===== config.mk =====
export PLATFORM = sky130hd
export DESIGN_NAME = strobe_sample_agg
export DESIGN_NICKNAME = d
export VERILOG_FILES = /design/src/rtl/strb_agg_pkg.sv /design/src/rtl/strb_beat_reduce.sv /design/src/rtl/strb_chan.sv /design/src/rtl/strb_status_pack.sv /design/src/rtl/strobe_sample_agg.sv
export SDC_FILE = /design/constraint.sdc
export NUM_CORES = 1
export LEC_CHECK = 0
export BUFFER_PORTS_ARGS = -buffer_cell sky130_fd_sc_hd__buf_2
export CAP_MARGIN = 10
export CORE_MARGIN = 1
export CORE_UTILIZATION = 43
export DETAILED_ROUTE_END_ITERATION = 10
export PLACE_DENSITY_LB_ADDON = 0.25
export SLEW_MARGIN = 25
export SYNTH_ARGS = -nofsm -noshare
export SYNTH_HDL_FRONTEND = slang
export SYNTH_SLANG_ARGS = --single-unit

===== constraint.sdc =====
create_clock -name clk -period 1.24 [get_ports clk]
set_input_delay 0.248 -clock clk [delete_from_list [all_inputs] [get_ports clk]]
set_output_delay 0.248 -clock clk [all_outputs]
set_load 0.02 [all_outputs]

===== src/rtl/strb_agg_pkg.sv =====
package strb_agg_pkg;
  localparam int NUM_CH    = 2;
  localparam int STAT_W    = 32;
  localparam int FLAG_BASE = 18;

  typedef struct packed {
    logic all_hi;
    logic all_lo;
  } strb_class_t;

  // lowest status bit owned by channel ch; lower channel index sits higher
  function automatic int flag_pos(input int ch);
    return FLAG_BASE + 2 * (NUM_CH - 1 - ch);
  endfunction

  localparam logic [STAT_W-1:0] USED_MASK =
    STAT_W'(((1 << (2 * NUM_CH)) - 1) << FLAG_BASE);
endpackage


===== src/rtl/strb_beat_reduce.sv =====
module strb_beat_reduce #(
  parameter int W = 8
) (
  input  logic [W-1:0] lanes,
  output logic         beat_hi,
  output logic         beat_lo
);
  logic [W:0] hi_chain;
  logic [W:0] lo_chain;

  assign hi_chain[0] = 1'b1;
  assign lo_chain[0] = 1'b1;

  for (genvar i = 0; i < W; i++) begin : g_lane
    assign hi_chain[i+1] = hi_chain[i] & lanes[i];
    assign lo_chain[i+1] = lo_chain[i] & ~lanes[i];
  end

  assign beat_hi = hi_chain[W];
  assign beat_lo = lo_chain[W];
endmodule


===== src/rtl/strb_chan.sv =====
module strb_chan
  import strb_agg_pkg::*;
#(
  parameter int W     = 8,
  parameter int BEATS = 56
) (
  input  logic        clk,
  input  logic        rst_n,
  input  logic        start,
  input  logic        valid,
  input  logic [W-1:0] lanes,
  output logic        ready,
  output logic        done,
  output strb_class_t res
);
  localparam int CNT_W = $clog2(BEATS + 1);
  localparam logic [CNT_W-1:0] LAST = CNT_W'(BEATS - 1);

  logic             busy;
  logic [CNT_W-1:0] cnt;
  strb_class_t      run;
  logic             beat_hi, beat_lo;
  logic             take;

  strb_beat_reduce #(.W(W)) u_red (
    .lanes   (lanes),
    .beat_hi (beat_hi),
    .beat_lo (beat_lo)
  );

  assign take  = busy & valid;
  assign ready = busy;

  always_ff @(posedge clk or negedge rst_n) begin
    if (!rst_n) begin
      busy <= 1'b0;
      done <= 1'b0;
      cnt  <= '0;
      run  <= '{all_hi: 1'b1, all_lo: 1'b1};
      res  <= '0;
    end else if (start && !busy) begin
      busy <= 1'b1;
      done <= 1'b0;
      cnt  <= '0;
      run  <= '{all_hi: 1'b1, all_lo: 1'b1};
      res  <= '0;
    end else if (take) begin
      cnt        <= cnt + 1'b1;
      run.all_hi <= run.all_hi & beat_hi;
      run.all_lo <= run.all_lo & beat_lo;
      if (cnt == LAST) begin
        busy       <= 1'b0;
        done       <= 1'b1;
        res.all_hi <= run.all_hi & beat_hi;
        res.all_lo <= run.all_lo & beat_lo;
      end
    end
  end
endmodule


===== src/rtl/strb_status_pack.sv =====
module strb_status_pack
  import strb_agg_pkg::*;
(
  input  strb_class_t [NUM_CH-1:0] res,
  output logic [STAT_W-1:0]        status
);
  always_comb begin
    status = '0;
    for (int c = 0; c < NUM_CH; c++) begin
      status[flag_pos(c) + 1] = res[c].all_hi;
      status[flag_pos(c)]     = res[c].all_lo;
    end
  end
endmodule


===== src/rtl/strobe_sample_agg.sv =====
module strobe_sample_agg
  import strb_agg_pkg::*;
#(
  parameter int STROBE_W = 8,
  parameter int BEATS    = 56
) (
  input  logic                         clk,
  input  logic                         rst_n,
  input  logic [NUM_CH-1:0]            start,
  input  logic [NUM_CH-1:0]            smp_valid,
  output logic [NUM_CH-1:0]            smp_ready,
  input  logic [NUM_CH*STROBE_W-1:0]   smp_data,
  output logic [NUM_CH-1:0]            done,
  output logic [STAT_W-1:0]            status
);
  strb_class_t [NUM_CH-1:0] res;

  for (genvar c = 0; c < NUM_CH; c++) begin : g_ch
    strb_chan #(.W(STROBE_W), .BEATS(BEATS)) u_chan (
      .clk   (clk),
      .rst_n (rst_n),
      .start (start[c]),
      .valid (smp_valid[c]),
      .lanes (smp_data[c*STROBE_W +: STROBE_W]),
      .ready (smp_ready[c]),
      .done  (done[c]),
      .res   (res[c])
    );
  end

  strb_status_pack u_pack (
    .res    (res),
    .status (status)
  );
endmodule


==> summary.txt <==
Floorplanning
  • Row count: 20
  • Area of the die: 3550 um^2
  • Ports: 58
  • Die X: 59.5 um
  • Starting density of the core: 45.9%
  • Die Y: 59.5 um
  • Core area: 3100 um^2

STA
  • Crit path time final: between 1 and 1.5 ns
  • Final setup margin: -0.0184 ns
  • Final hold vios: 0
  • Tcrit/Tclk final: 101%
  • Tightest Pin Transition: 0.523 ns
  • Rel. slew slack: between 60% and 70%
  • Slew Limit Fails: 0
  • Min Hold Slack: 0.174 ns
  • Setup violations, final: 3
  • Unrepaired setup endpoints after global routing: yes
  • Layout Skew: 0.00938 ns
  • Maximum clock rate: approximately 790 MHz

Worst setup path
  • Crit-path cells: buf_6 -> buf_6
  • Startpoint Class: register
  • Buf/Inv on CP: 2
  • Most used cell, CP: buf_6
  • Top Family by Delay on Critical Path: flip-flops
  • CP max FO: 6
  • Crit-path max cell delay: 0.44 ns
  • Critical path endpoint category: primary output
  • Crit path required time: between 0.9 and 1 ns
  • Classification of the worst setup path: reg -> out
  • Critical path's slowest cell: dfrtp_1
  • Arr. time, crit path: approximately 1 ns

Clock network
  • Worst-Skew Late Latency: 0.31 ns
  • CTS buffer count: 3
  • CTS Buffer Depth: 2
  • Sink Count: 24
  • Clk root buf: clkbuf_4
  • # H-tree levels: 1
  • Worst-path clk slew: 0.13 ns
  • CTS tree: built

Synth
  • Library cells used by synthesis: 36
  • Yosys reg bits: 24
  • Syn Inst Count: 146
  • Synth top area cells: dfrtp_1 (35%), buf_4 (17%), dfstp_2 (7.4%), nand2_1 (5.3%), mux2i_1 (4.9%)
  • Register area share after synthesis: 42.5%
  • Synth area leader: dfrtp_1
  • Warnings from Yosys: 0
  • Mapped Avg Cell Area: 9.75 um^2
  • Synthesized cell area: between 1000 and 1500 um^2
  • Yosys top cell area share: a little over a third

Detailed routing
  • Antenna viol nets, final: 0
  • Routed via count: 1096
  • DRC Markers: 0
  • Final wirelength: approximately 2500 um
  • Drt wl/cell: 10.8 um
  • Initial DRC count: slightly above 60
  • Via density: 4.72
  • Pre-antenna DRT Iters: 4

Cells and area
  • Final instance area: 1700 um^2
  • Fillcell total: roughly 290
  • Antenna fix cells: 0
  • Nets: 213
  • Area grow syn2layout: 19.2%
  • Share of cells above drive strength 1: 35.6%
  • Non-Filler Instances: between 200 and 250
  • FF/Latch Area: 607 um^2
  • Area of the multi-input gates: 717 um^2

Power
  • Sw frac: 35.2%
  • Clk pwr share: around 14%
  • Sw power: 0.000909 W
  • Pint: 0.00167 W
  • Post-layout total power: 0.00258 W
  • Flop pwr share: roughly 45%
  • Leakage power: 0.835 nW
  • Pwr dens: 1520 nW/um^2
  • VDD IR max: 1.03 mV
  • Combinational Power Share: 41.5%

Placement
  • Placed Area: ~1500 um^2
  • Port bufs: 29
  • Setup slack after placement: -0.0512 ns
  • Post-DP HPWL: between 1500 and 2000 um
  • GPL Wtd Cong: 0.767
  • Placed cell count: 220

Run status
  • Status: complete, but fails checks
  • Failing checks: negative setup slack

Global routing
  • First-pass GRT wire length: 3860 um
  • Vias in the first global route: about 930
  • Overflow left after global routing: 0
  • Pin count of the biggest net entering global routing: 25
  • Antenna violations before repair: 0
  • Total track usage: 14.2%

Hold path
  • Worst min-delay path class: in -> reg

Flow run
  • Max Cap Viol: 0
synth_stat cells:
master,instances
buf_4,33
dfrtp_1,20
nand2_1,20
nand3_1,10
mux2i_1,7
nor2_1,6
nand4_1,5
a22o_1,4
dfstp_2,4
xnor2_1,3
a21oi_1,2
ha_1,2
inv_1,2
nand2b_1,2
nor3_1,2
nor4_1,2
nor4_4,2
or3_1,2
a21o_2,1
and2_1,1
and3_1,1
buf_2,1
clkbuf_1,1
conb_1,1
mux2_2,1
nand2_2,1
nand4b_1,1
nor2b_1,1
nor3b_1,1
o211ai_1,1
o21a_1,1
o21ai_0,1
o311ai_0,1
o31ai_1,1
o41ai_1,1
xor2_1,1
flip-flops by register name (all words and copies together) (netlist names):
name / cells
g_ch.u_chan.cnt: 12
g_ch.u_chan.done: 2
g_ch.u_chan.ready: 2
g_ch.u_chan.res: 4
g_ch.u_chan.run: 4
placed cells by master, fill, tap and decap left out, types with 2 or more instances in the layout:
cell type,count
mux2i_1,7
xnor2_1,3
nor4_4,2
nand2_1,19
nor4_1,2
a22o_1,4
or3_4,2
conb_1,28
nand4_1,5
dfrtp_1,19
buf_2,28
inv_1,2
nand2_2,2
buf_6,2
buf_4,15
nor2_1,6
nand3_1,9
clkbuf_4,3
dfstp_2,4
final timing paths:
path	depth (start not counted)	start	slack [ns]	end
setup / recovery	2	g_ch[0].u_chan.ready	-0.02	smp_ready[0]
max in group asynchronous	2	rst_n	0.43	g_ch[1].u_chan.ready
setup reg to reg	3	g_ch[0].u_chan.cnt[1]	-0.01	g_ch[0].u_chan.cnt[1]
hold reg to reg	1	g_ch[1].u_chan.cnt[5]	0.49	g_ch[1].u_chan.cnt[5]
hold / removal	3	start[1]	0.17	g_ch[1].u_chan.ready
min in group asynchronous	2	rst_n	0.43	g_ch[1].u_chan.cnt[2]
cells by family after synthesis:
group                      count (synthesis)  synth area share (%)
and+or+nand+nor                           57                  21.8
buffers and inverters                     37                  18.5
DFF                                       24                  42.5
AOI/OAI and AO/OA                         13                  6.94
muxes                                      8                  5.71
xor gates and xnor gates                   4                  2.46
adders and majority gates                  2                  1.76
other                                      1                 0.263
area by class of cell:
class                           instances  area share, %
Inverter                                2          0.442
Clock buffer                            4           1.55
Timing Repair Buffer                   46           16.8
Tap cell                               44           3.24
Multi-Input combinational cell        112           42.2
Sequential cell                        24           35.7
power by group through the flow:
stage / clock network, W / logic [W] / registers (W)
2_1_floorplan: 0 / 0.000634 / 0.00118
3_3_place_gp: 0 / 0.000888 / 0.00115
3_5_place_dp: 0 / 0.000922 / 0.00116
4_1_cts: 0.000371 / 0.000971 / 0.00116
5_1_grt: 0.000390 / 0.00120 / 0.00119
6_report: 0.000349 / 0.00107 / 0.00116
routing by layer:
metal  global-route usage [%]  up-vias  routed length [um]
met2                     26.8       37                1320
met4                    0.997        0                   0
met1                     16.6      529                1090
met3                     3.93        0                 102
met5                        0        -                   0
li1                         -      530                   -
worst register-to-register path, delay by kind of cell, from the launching register on:
kind	cells	cell delay (ns)
AOI/OAI and AO/OA	1	0.21
muxes	1	0.26
DFF	1	0.40
adders and majority gates	1	0.30
through the flow:
step	utilization [%]	TNS, ns
final	54.7	-0.0442
after floorplan	-	0
after global placement	49.5	0
after CTS	52.3	-0.0768
after global routing	54.7	-0.310
after detailed placement	49.5	-0.106
repair_timing:
item,in CTS,in global routing
hold endpoints to repair,20,0
hold buffers,1,0
buffers inserted,1,6
pin swaps,4,4
gates resized for setup,10,8
endpoints found under the setup margin,8,10
No activity file was read; power rests on OpenSTA's default activity.
